===== src/rtl/dbg_share_pkg.sv =====
package dbg_share_pkg;

    localparam int ADDR_W = 3;

    typedef enum logic [ADDR_W-1:0] {
        A_CTRL   = 3'd0,
        A_ALLOC  = 3'd1,
        A_ENABLE = 3'd2,
        A_STATUS = 3'd3,
        A_RESUME = 3'd4
    } reg_addr_e;

    localparam int CTRL_EXT_BIT = 0;
    localparam int CTRL_INT_BIT = 1;

endpackage


===== src/rtl/dbg_share_regs.sv =====
module dbg_share_regs
    import dbg_share_pkg::*;
#(
    parameter int NUM_RES = 8
) (
    input  logic               clk,
    input  logic               rst_n,
    input  logic               ext_we,
    input  logic [ADDR_W-1:0]  ext_addr,
    input  logic [NUM_RES-1:0] ext_wdata,
    input  logic               sw_we,
    input  logic [ADDR_W-1:0]  sw_addr,
    input  logic [NUM_RES-1:0] sw_wdata,
    output logic               int_mode,
    output logic [NUM_RES-1:0] hw_own,
    output logic [NUM_RES-1:0] en,
    output logic [NUM_RES-1:0] ext_clr,
    output logic [NUM_RES-1:0] sw_clr,
    output logic               resume
);

    typedef struct packed {
        logic               ext_mode;
        logic               int_mode;
        logic [NUM_RES-1:0] alloc;
        logic [NUM_RES-1:0] en;
    } regs_t;

    regs_t r_d, r_q;
    reg_addr_e ext_a, sw_a;

    assign ext_a = reg_addr_e'(ext_addr);
    assign sw_a  = reg_addr_e'(sw_addr);

    always_comb begin
        r_d = r_q;
        // software side first, so that the external port wins a same-cycle collision
        if (sw_we) begin
            if (sw_a == A_CTRL && !r_q.ext_mode)
                r_d.int_mode = sw_wdata[CTRL_INT_BIT];
            if (sw_a == A_ENABLE)
                r_d.en = (r_q.en & hw_own) | (sw_wdata & ~hw_own);
        end
        if (ext_we) begin
            case (ext_a)
                A_CTRL: begin
                    r_d.ext_mode = ext_wdata[CTRL_EXT_BIT];
                    r_d.int_mode = ext_wdata[CTRL_INT_BIT];
                end
                A_ALLOC:  r_d.alloc = ext_wdata;
                A_ENABLE: r_d.en    = ext_wdata;
                default: ;
            endcase
        end
    end

    always_ff @(posedge clk or negedge rst_n) begin
        if (!rst_n) r_q <= '0;
        else        r_q <= r_d;
    end

    assign hw_own   = {NUM_RES{r_q.ext_mode}} & ~r_q.alloc;
    assign int_mode = r_q.int_mode;
    assign en       = r_q.en;
    assign ext_clr  = (ext_we && ext_a == A_STATUS) ? ext_wdata : '0;
    assign sw_clr   = (sw_we  && sw_a  == A_STATUS) ? sw_wdata  : '0;
    assign resume   = ext_we && ext_a == A_RESUME;


    alloc_sw_proof_chk: assert property (@(posedge clk) disable iff (!rst_n)
        !ext_we |=> $stable(r_q.alloc) && $stable(r_q.ext_mode));


    hw_enable_guard_chk: assert property (@(posedge clk) disable iff (!rst_n)
        !ext_we |=> ((r_q.en & $past(hw_own)) == ($past(r_q.en) & $past(hw_own))));

endmodule


===== src/rtl/dbg_share_events.sv =====
module dbg_share_events #(
    parameter int NUM_RES = 8
) (
    input  logic               clk,
    input  logic               rst_n,
    input  logic [NUM_RES-1:0] evt,
    input  logic [NUM_RES-1:0] en,
    input  logic [NUM_RES-1:0] hw_own,
    input  logic               int_mode,
    input  logic               msr_de,
    input  logic [NUM_RES-1:0] ext_clr,
    input  logic [NUM_RES-1:0] sw_clr,
    input  logic               resume,
    output logic [NUM_RES-1:0] status,
    output logic               irq,
    output logic               halt
);

    typedef struct packed {
        logic [NUM_RES-1:0] status;
        logic               halt;
    } ev_t;

    ev_t e_d, e_q;
    logic [NUM_RES-1:0] rec;
    logic [NUM_RES-1:0] clr;

    always_comb begin
        // hardware-owned events ignore the internal-mode bit
        rec = evt & en & (hw_own | {NUM_RES{int_mode}});
        clr = (ext_clr & hw_own) | (sw_clr & ~hw_own);
        e_d.status = (e_q.status & ~clr) | rec;
        e_d.halt   = (e_q.halt & ~resume) | (|(rec & hw_own));
    end

    always_ff @(posedge clk or negedge rst_n) begin
        if (!rst_n) e_q <= '0;
        else        e_q <= e_d;
    end

    assign status = e_q.status;
    assign halt   = e_q.halt;
    assign irq    = msr_de & int_mode & (|(e_q.status & ~hw_own));


    hw_event_halts_chk: assert property (@(posedge clk) disable iff (!rst_n)
        (|(rec & hw_own)) |=> halt);


    event_beats_clear_chk: assert property (@(posedge clk) disable iff (!rst_n)
        (|rec) |=> ((status & $past(rec)) == $past(rec)));


    halt_held_chk: assert property (@(posedge clk) disable iff (!rst_n)
        (halt && !resume) |=> halt);


    idle_no_record_chk: assert property (@(posedge clk) disable iff (!rst_n)
        (hw_own == '0 && !int_mode && !(|clr)) |=> $stable(status));

endmodule


===== src/rtl/dbg_share_ctrl.sv =====
module dbg_share_ctrl
    import dbg_share_pkg::*;
#(
    parameter int NUM_RES = 8
) (
    input  logic               clk,
    input  logic               rst_n,
    input  logic               ext_wr_en,
    input  logic               core_clk_en,
    input  logic [ADDR_W-1:0]  ext_addr,
    input  logic [NUM_RES-1:0] ext_wdata,
    input  logic               sw_wr_en,
    input  logic [ADDR_W-1:0]  sw_addr,
    input  logic [NUM_RES-1:0] sw_wdata,
    input  logic [NUM_RES-1:0] evt_i,
    input  logic               msr_de,
    output logic [NUM_RES-1:0] status_o,
    output logic               irq_o,
    output logic               halt_o
);

    logic               ext_we;
    logic               int_mode;
    logic [NUM_RES-1:0] hw_own, en, ext_clr, sw_clr;
    logic               resume;

    assign ext_we = ext_wr_en & core_clk_en;

    dbg_share_regs #(.NUM_RES(NUM_RES)) i_regs (
        .clk(clk), .rst_n(rst_n),
        .ext_we(ext_we), .ext_addr(ext_addr), .ext_wdata(ext_wdata),
        .sw_we(sw_wr_en), .sw_addr(sw_addr), .sw_wdata(sw_wdata),
        .int_mode(int_mode), .hw_own(hw_own), .en(en),
        .ext_clr(ext_clr), .sw_clr(sw_clr), .resume(resume)
    );

    dbg_share_events #(.NUM_RES(NUM_RES)) i_events (
        .clk(clk), .rst_n(rst_n),
        .evt(evt_i), .en(en), .hw_own(hw_own), .int_mode(int_mode),
        .msr_de(msr_de), .ext_clr(ext_clr), .sw_clr(sw_clr), .resume(resume),
        .status(status_o), .irq(irq_o), .halt(halt_o)
    );


    gated_ext_write_chk: assert property (@(posedge clk) disable iff (!rst_n)
        (!core_clk_en && !sw_wr_en) |=> $stable(i_regs.hw_own));

endmodule


===== config.mk =====
export PLATFORM = sky130hd
export DESIGN_NAME = dbg_share_ctrl
export DESIGN_NICKNAME = d
export VERILOG_FILES = /design/src/rtl/dbg_share_pkg.sv /design/src/rtl/dbg_share_regs.sv /design/src/rtl/dbg_share_events.sv /design/src/rtl/dbg_share_ctrl.sv
export SDC_FILE = /design/constraint.sdc
export NUM_CORES = 1
export LEC_CHECK = 0
export ABC_AREA = 1
export BUFFER_PORTS_ARGS = -buffer_cell sky130_fd_sc_hd__buf_2
export CAP_MARGIN = 20
export CORE_UTILIZATION = 52
export DETAILED_ROUTE_END_ITERATION = 10
export PLACE_DENSITY = 0.78
export SYNTH_ARGS = -nofsm -noshare
export SYNTH_HDL_FRONTEND = slang
export SYNTH_SLANG_ARGS = --single-unit

===== constraint.sdc =====
create_clock -name clk -period 1.7 [get_ports clk]
set_input_delay 0.34 -clock clk [delete_from_list [all_inputs] [get_ports clk]]
set_output_delay 0.34 -clock clk [all_outputs]
set_load 0.01 [all_outputs]

Word-level counts from Yosys, hierarchy flattened
Index checks and enable logic that the tools add are counted.
W data, S select, Z words.
- register bits after elaboration: 27
- input bits: 36
- output and inout port bits: 10
- eq/ne operators: 6
- mux-type cells: 10
- bitwise logic cells: 23
- reductions and logical operators: 11
- operator list (cell ; number):
    $and A8 B8 Y8 ; 10
    $mux W8 ; 6
    $or A8 B8 Y8 ; 4
    $not A8 Y8 ; 3
    $mux W17 ; 1
    $reduce_or A8 Y1 ; 2
    $eq A3 B2 Y1 const B ; 4
    $logic_not A3 Y1 ; 2
    $and A1 B1 Y1 ; 4
    $logic_and A1 B1 Y1 ; 4
    $reduce_and A2 Y1 ; 2
    $eq A3 B1 Y1 const B ; 1
    $eq A3 B3 Y1 const B ; 1
    $mux W1 ; 3
    $logic_not A1 Y1 ; 1
    $not A1 Y1 ; 1
    $or A1 B1 Y1 ; 1

Longest topological paths before layout
Gate-level depths: netlist of the first run.
- depth in word-level cells: 9
- mapped depth: 7
- mapped depth without buffers: 7

Modules after synthesis
Synthesis of the first run repeated with hierarchy kept, for this count alone.
- cell total of the unflattened synthesis: 284
- area total of the unflattened synthesis: 1841.8 um^2
- by module, submodules not included (module ; times used ; cells an instance ; area an instance (um^2) ; sequential area each (um^2)):
    dbg_share_regs ; 1 ; 187 ; 1217.4 ; 450.4
    dbg_share_events ; 1 ; 95 ; 616.8 ; 225.2
    dbg_share_ctrl ; 1 ; 2 ; 7.5 ; 0.0

Least setup slack after synthesis of the first run
Ideal clock, no wire load.
- kind: register to output
- from: register i_regs.r_q[17] in the netlist's numbering
- to: output irq_o
- arrival time: 1.000 ns
- slack: 0.360 ns
- stages on the path, launching flop included: 7
- cells stage by stage: dfrtp_1 -> buf_6 -> nand2_1 -> nand2_1 -> nand2_1 -> nor2_1 -> a21oi_1
- cells in the longest elaborated chain, start to end: 5
- ends and longest elaborated chain (item ; RTL line ; source):
    from (decl) ; dbg_share_regs.sv:29 ; regs_t r_d, r_q;
    from (signal assigned) ; dbg_share_regs.sv:59 ; else r_q <= r_d;
    $and A8 B8 Y8 ; dbg_share_regs.sv:62 ; assign hw_own = {NUM_RES{r_q.ext_mode}} & ~r_q.alloc;
    $not A8 Y8 ; dbg_share_events.sv:43 ; assign irq = msr_de & int_mode & (|(e_q.status & ~hw_own));
    $and A8 B8 Y8 ; dbg_share_events.sv:43 ;
    $reduce_or A8 Y1 ; dbg_share_events.sv:43 ;
    $and A1 B1 Y1 ; dbg_share_events.sv:43 ;
    to (decl) ; dbg_share_ctrl.sv:18 ; output logic irq_o,
No other way between the ends.

Worst setup path in the final report of the first run
Ends and elaborated chain as after synthesis.

==> results.yml, run 1 <==
grt:
  grtUsageTotal_pct: 27.4
  overflow: 0
  grt_pass1_vias: 1703
  antenna_found_initial: 0
  grt_max_degree: 28
  grt_pass1_wl_um: 7330
synthesis:
  yosysSeqAreaShare_pct: 37.3
  synth.distinct_cells: 22
  synth_top_area_cell: "dfrtp_1"
  avgSynthCellArea_sq_um: 7.07
  synth_fp_nets: 292
  ys_warn_count: 0
  netlist_area_sq_mm: 0.00181
  synth_cells: 256
  synth-edff-count: 0
  synth_area_leaders: "dfrtp_1 (37%), nand2_1 (15%), nand3_1 (10%)"
  yosys_most_used_dff: "dfrtp_1"
  ys_ff_latch: 27
  synth_top_area_share_pct: 37.3
  async_reset_ff_share_pct: 100
pwr:
  leakage_nw: 1.18
  comb_power_share_pct: 39.6
  powerDensity_mw_per_mm2: 951
  power.share.clock_pct: 14.5
  netSwitchingFraction_pct: 40.5
  power_frac_seq_pct: 46.0
  p_total_mw: 2.09
  power_switching_mw: 0.845
  internal_power_mw: 1.24
  vdd_drop_max_mv: 0.817
layout:
  fillCellCount: 303
  syn_to_final_growth_pct: 21.2
  diodes: 0
  finalNonFillerCells: 355
  num-nets-final: 346
  final_layout_size_suffix_gt1_share_pct: 33.3
  final_cell_area_sq_mm: 0.00219
timing:
  finalHoldViolations: 27
  max_freq_mhz: 554
  worst_pin_slew_ps: 618
  setup_viol: 1
  slew_headroom_pct: 58.8
  fin_crit_ps: 1800
  setup_slack_ps: -104
  period_share_pct: 106
  finClkSkew_ps: 9.58
  drv_slew: 0
  rsz0062_at_grt: "yes"
  holdWs_ps: -22.2
routing:
  routed_wl_um: 4770
  wl_per_cell_um: 13.4
  vias: 1861
  via_per_inst: 5.24
  drc: 0
  drt_iter0_markers: 174
  dr.pass1.iters: 5
  ant_nets: 0
place:
  place_hpwl_um: 3260
  dpl_cell_area_sq_mm: 0.00206
  place_ws_ps: 158
  port_buffers: 45
  placed_cells_incl_taps: 344
  gp_congestion: 0.812
critical_path:
  timing.critical_path.arrival_ps: 1460
  critPathLaunchType: "flip-flop"
  critPathKind: "flip-flop to output port"
  crit_required_ps: 1360
  cp_max_fo: 5
  end_kind: "output port"
outcome:
  status: "complete, but fails checks"
  failed_checks: "hold timing, setup timing"
worst_hold_path:
  hold_path.class: "input pin to async pin"
die:
  io-pin-count: 46
  coreArea_sq_mm: 0.00334
  die_y_um: 61.0
  die_area_sq_mm: 0.00372
  start_util_pct: 54.3
  die_x_um: 61.0
  rows: 21
clocking:
  clockBufferDepth: 2
  path_clk_slew_ps: 160
  cts_made_buffers: 3
  htreeDepth: 1
  root_buffer: "clkbuf_4"
  cts_tree: "yes"
  clock_latency_ps: 350
  clock_sinks: 27
  cts-hold-fix-buffers: 0
flow_run:
  maxCapViolations: 0
## final cells by class
type | count | area, sq um | share of cell area [%]
multi-input combinational | 190 | 1010 | 46.0
inverter | 35 | 133 | 6.04
tap | 46 | 57.6 | 2.62
sequential | 27 | 677 | 30.8
clock buffer | 4 | 26.3 | 1.20
timing repair buffer | 53 | 293 | 13.3
## cells in the final DEF, fill, tap and decap left out
cell type	netlist	layout
nand3_2	1	1
o21ai_0	3	3
dfrtp_2	0	1
nor2_1	34	32
clkbuf_4	0	3
nand3_1	36	36
o21ai_2	2	2
buf_2	0	45
nand2_1	74	63
buf_6	2	2
dfrtp_1	27	26
a21oi_2	6	7
a21boi_0	3	3
nor2_2	8	10
inv_1	33	33
nor2_4	7	7
nand2_4	0	2
nand2_2	4	13
inv_2	2	1
buf_4	0	6
o21bai_1	1	1
clkinv_2	0	1
nand4_1	2	2
nand3_4	2	2
o211ai_1	6	6
clkbuf_1	1	1
## path summary, 6_finish.rpt
kind                       slack [ps]                 end      startpoint  depth (start not counted)
max                              -100               irq_o  i_regs.r_q[17]                          7
min                               -20  i_events.status[6]           rst_n                          1
max reg2reg                        90       i_events.halt  i_regs.r_q[17]                          9
min reg2reg                       560      i_regs.r_q[15]  i_regs.r_q[15]                          2
max in group asynchronous        1280      i_regs.r_q[17]           rst_n                          1
min in group clk                  240  i_events.status[4]        evt_i[4]                          3
## cell usage after synthesis, types with 3 or more instances
cell type,number
nor2_2,8
nand3_1,36
inv_1,33
nand2_2,4
a21oi_2,6
o211ai_1,6
nor2_4,7
dfrtp_1,27
nor2_1,34
o21ai_0,3
a21boi_0,3
nand2_1,74
## critical path: stages (launching register included)
cell     delay, ps
dfrtp_2        480
buf_6          150
nand2_2         70
nand2_2         50
nand2_2         60
nor2_2          50
a21oi_2        130
buf_2          140
## power groups by stage
stage | registers (mW) | logic (mW) | clock network [mW]
2_1_floorplan | 0.964 | 0.438 | 0
3_3_place_gp | 0.968 | 0.675 | 0
3_5_place_dp | 0.972 | 0.691 | 0
4_1_cts | 0.950 | 0.773 | 0.303
5_1_grt | 0.980 | 0.916 | 0.327
6_report | 0.959 | 0.826 | 0.302
## routing by layer
layer	GRT usage, %	share of wire [%]	vias to the layer above
li1	-	-	915
met1	33.3	41	845
met2	49.5	49	90
met3	4.90	8.3	11
met4	7.79	1.3	0
met5	0	0	-
## logic make-up (layout without fill, tap and decap cells)
group / after synthesis / in the layout / synth area share [%]
AO/OA/AOI/OAI: 22 / 22 / 9.12
buffers and inverters: 39 / 92 / 9.54
AND/OR/NAND/NOR: 168 / 168 / 44.0
flip-flops: 27 / 27 / 37.3
## sequential cells by signal, summed over array words and instances, names as in the netlist
signal           flops
i_events.halt        1
i_regs.en            8
i_events.status      8
i_regs.int_mode      1
i_regs.r_q           9
## what timing repair did
action	4_1_cts	5_1_grt
resized for setup	10	12
endpoints found under the setup margin	1	2
buffers inserted	7	0
endpoints found under the hold margin	0	0
pin swaps	7	3
## metrics by stage
stage / util (%) / TNS (ps) / hold WS (ps)
2_1_floorplan: - / 0 / 44.4
3_3_place_gp: 61.7 / 0 / 389
3_5_place_dp: 61.7 / 0 / 391
4_1_cts: 64.7 / -95.5 / 5.85
5_1_grt: 65.8 / -160 / 18.4
6_report: 65.8 / -104 / -22.2
No activity file was read; power rests on OpenSTA's default activity.
==> run 2: changes to the inputs <==
CORE_UTILIZATION = 30   (was 52)
GPL_TIMING_DRIVEN = 0   (was unset)
PLACE_DENSITY = unset   (was 0.78)
==> run 2 against run 1 <==
Net effect: combinational power rose by 5.8%; the flow finishes with violations (setup timing); sequential cell count is the same; largest cell class unchanged; critical path depth unchanged.
==> results.yml, run 2 (synthesis results as in run 1) <==
die:
  die_y_um: 79.7
  die_area_sq_mm: 0.00635
  die_x_um: 79.7
  coreArea_sq_mm: 0.00568
  rows: 27
  start_util_pct: 31.9
  io-pin-count: 46
routing:
  drc: 0
  dr.pass1.iters: 4
  wl_met3_um: 333
  wl_per_cell_um: 13.7
  top_layer_used: "met4"
  via_per_inst: 4.75
  drt_iter0_markers: 137
  ant_nets: 0
  wl_met2_um: 2410
  vias: 1825
  routed_wl_um: 5240
  wl_met1_um: 2450
critical_path:
  cp_max_fo: 5
  timing.critical_path.arrival_ps: 1400
  r2r_setup_slack_ps: 220
  worst-path-buf-inv: 2
  timing.critical_path.max_delay_family: "flip-flops"
  crit_required_ps: 1360
  critPathKind: "flip-flop to output port"
  critPathLaunchType: "flip-flop"
  end_kind: "output port"
  crit_top_cell: "nand2_4"
  critPathSlowestCell: "dfrtp_2"
  cp_cell_sequence: "buf_8 -> nand2_4 -> nand2_4 -> nand2_4 -> nor2_4 -> a21oi_2 -> buf_2"
  cpPeakStageDelay_ps: 460
flow_run:
  maxCapViolations: 0
layout:
  final_layout_size_suffix_gt1_share_pct: 35.3
  syn_to_final_growth_pct: 29.2
  finish.utilization_pct: 41.2
  mostFrequentLayoutCell: "nand2_1"
  largest_reg_flops: 9
  diodes: 0
  num-nets-final: 349
  largest-register: "i_regs.r_q"
  mostFrequentLayoutCells: "nand2_1 (59), buf_2 (45), nand3_1 (36), inv_1 (33), nor2_1 (32)"
timing:
  fin_setup_tns_ps: -44.2
  finClkSkew_ps: 5.98
  setup_slack_ps: -44.2
  worst_pin_slew_ps: 657
  period_share_pct: 103
  finalHoldViolations: 0
  rsz0062_at_grt: "yes"
  drv_slew: 0
  fin_crit_ps: 1740
  max_freq_mhz: 573
  slew_headroom_pct: 56.2
  setup_viol: 1
grt:
  antenna_found_initial: 0
  grt_max_degree: 28
  grt_pass1_wl_um: 8420
  grtUsageTotal_pct: 17.7
  grt_pass1_vias: 1722
  overflow: 0
pwr:
  vdd_drop_max_mv: 0.386
  p_total_mw: 2.23
  leakage_nw: 1.25
  powerDensity_mw_per_mm2: 953
clocking:
  cts_made_buffers: 3
  cts-hold-fix-buffers: 0
  path_clk_slew_ps: 100
  clockBufferDepth: 2
  clock_latency_ps: 280
  cts_tree: "yes"
  root_buffer: "clkbuf_8"
  htreeDepth: 1
  clock_sinks: 27
worst_hold_path:
  hold_path.class: "input pin to async pin"
outcome:
  status: "complete, but fails checks"
  failed_checks: "setup timing"
place:
  gp_congestion: 0.806
  place_hpwl_um: 3620
  port_buffers: 45
## run 2: changes by cell type in the layout (fill, tap and decap cells not counted), moves of 2 or more
cell,previous run,this run
clkbuf_4,3,0
clkbuf_8,0,3
nand2_4,2,7
buf_8,0,2
nand2_1,63,59
## run 2: worst paths after layout
path / from / to / cells past startpoint
worst max-delay path: i_regs.r_q[17] / irq_o / 7
worst min-delay path: rst_n / i_regs.en[5] / 1
worst max register to register: i_regs.r_q[17] / i_events.halt / 8
worst min register to register: i_events.halt / i_events.halt / 2
max in group asynchronous: rst_n / i_regs.r_q[17] / 1
min in group clk: evt_i[5] / i_events.status[5] / 3
## run 2: repair_timing
action,4_1_cts,5_1_grt
gates cloned,0,1
pin swaps,2,6
gates resized for setup,12,17
setup endpoints to repair,1,1
buffers inserted,2,5
## run 2: layer usage
layer / vias up / GRT usage, %
met5: - / 0
met4: 0 / 4.36
met3: 4 / 3.54
met2: 68 / 28.6
met1: 835 / 23.8
li1: 918 / -
## run 2: stage by stage
step           setup slack, ps  std cells  hold WS, ps  cell area, sq um
5_1_grt                   -120        384          126              2340
4_1_cts                  -45.8        378          101              2220
3_3_place_gp               112        373          415              2130
2_1_floorplan              360        256         44.4              1810
3_5_place_dp               139        373          414              2130
6_report                 -44.2        384         74.8              2340
## run 2: final cells by class
class / count / area [sq um]
fillers: 618 / 3340
multi-input cells: 190 / 1050
well taps: 72 / 90.1
inverters: 35 / 131
clock buffers: 4 / 45.0
flip-flops and latches: 27 / 677
plain buffers: 3 / 41.3
repair buffers: 53 / 307
## run 2: worst reg2reg max path, delay by kind of cell (launching register included)
family                 cells  cell delay (ps)
and+or+nand+nor            4              360
DFF                        1              460
AOI/OAI and AO/OA          1              110
buffers and inverters      3              440
## run 2: report_power, final
| group | internal (mW) | leakage, nW | switching [mW] | total, mW |
|---|---|---|---|---|
| sequential | 0.810 | 0.298 | 0.161 | 0.971 |
| clock | 0.169 | 0.0228 | 0.216 | 0.385 |
| combinational | 0.374 | 0.933 | 0.500 | 0.874 |
| total | 1.35 | 1.25 | 0.877 | 2.23 |
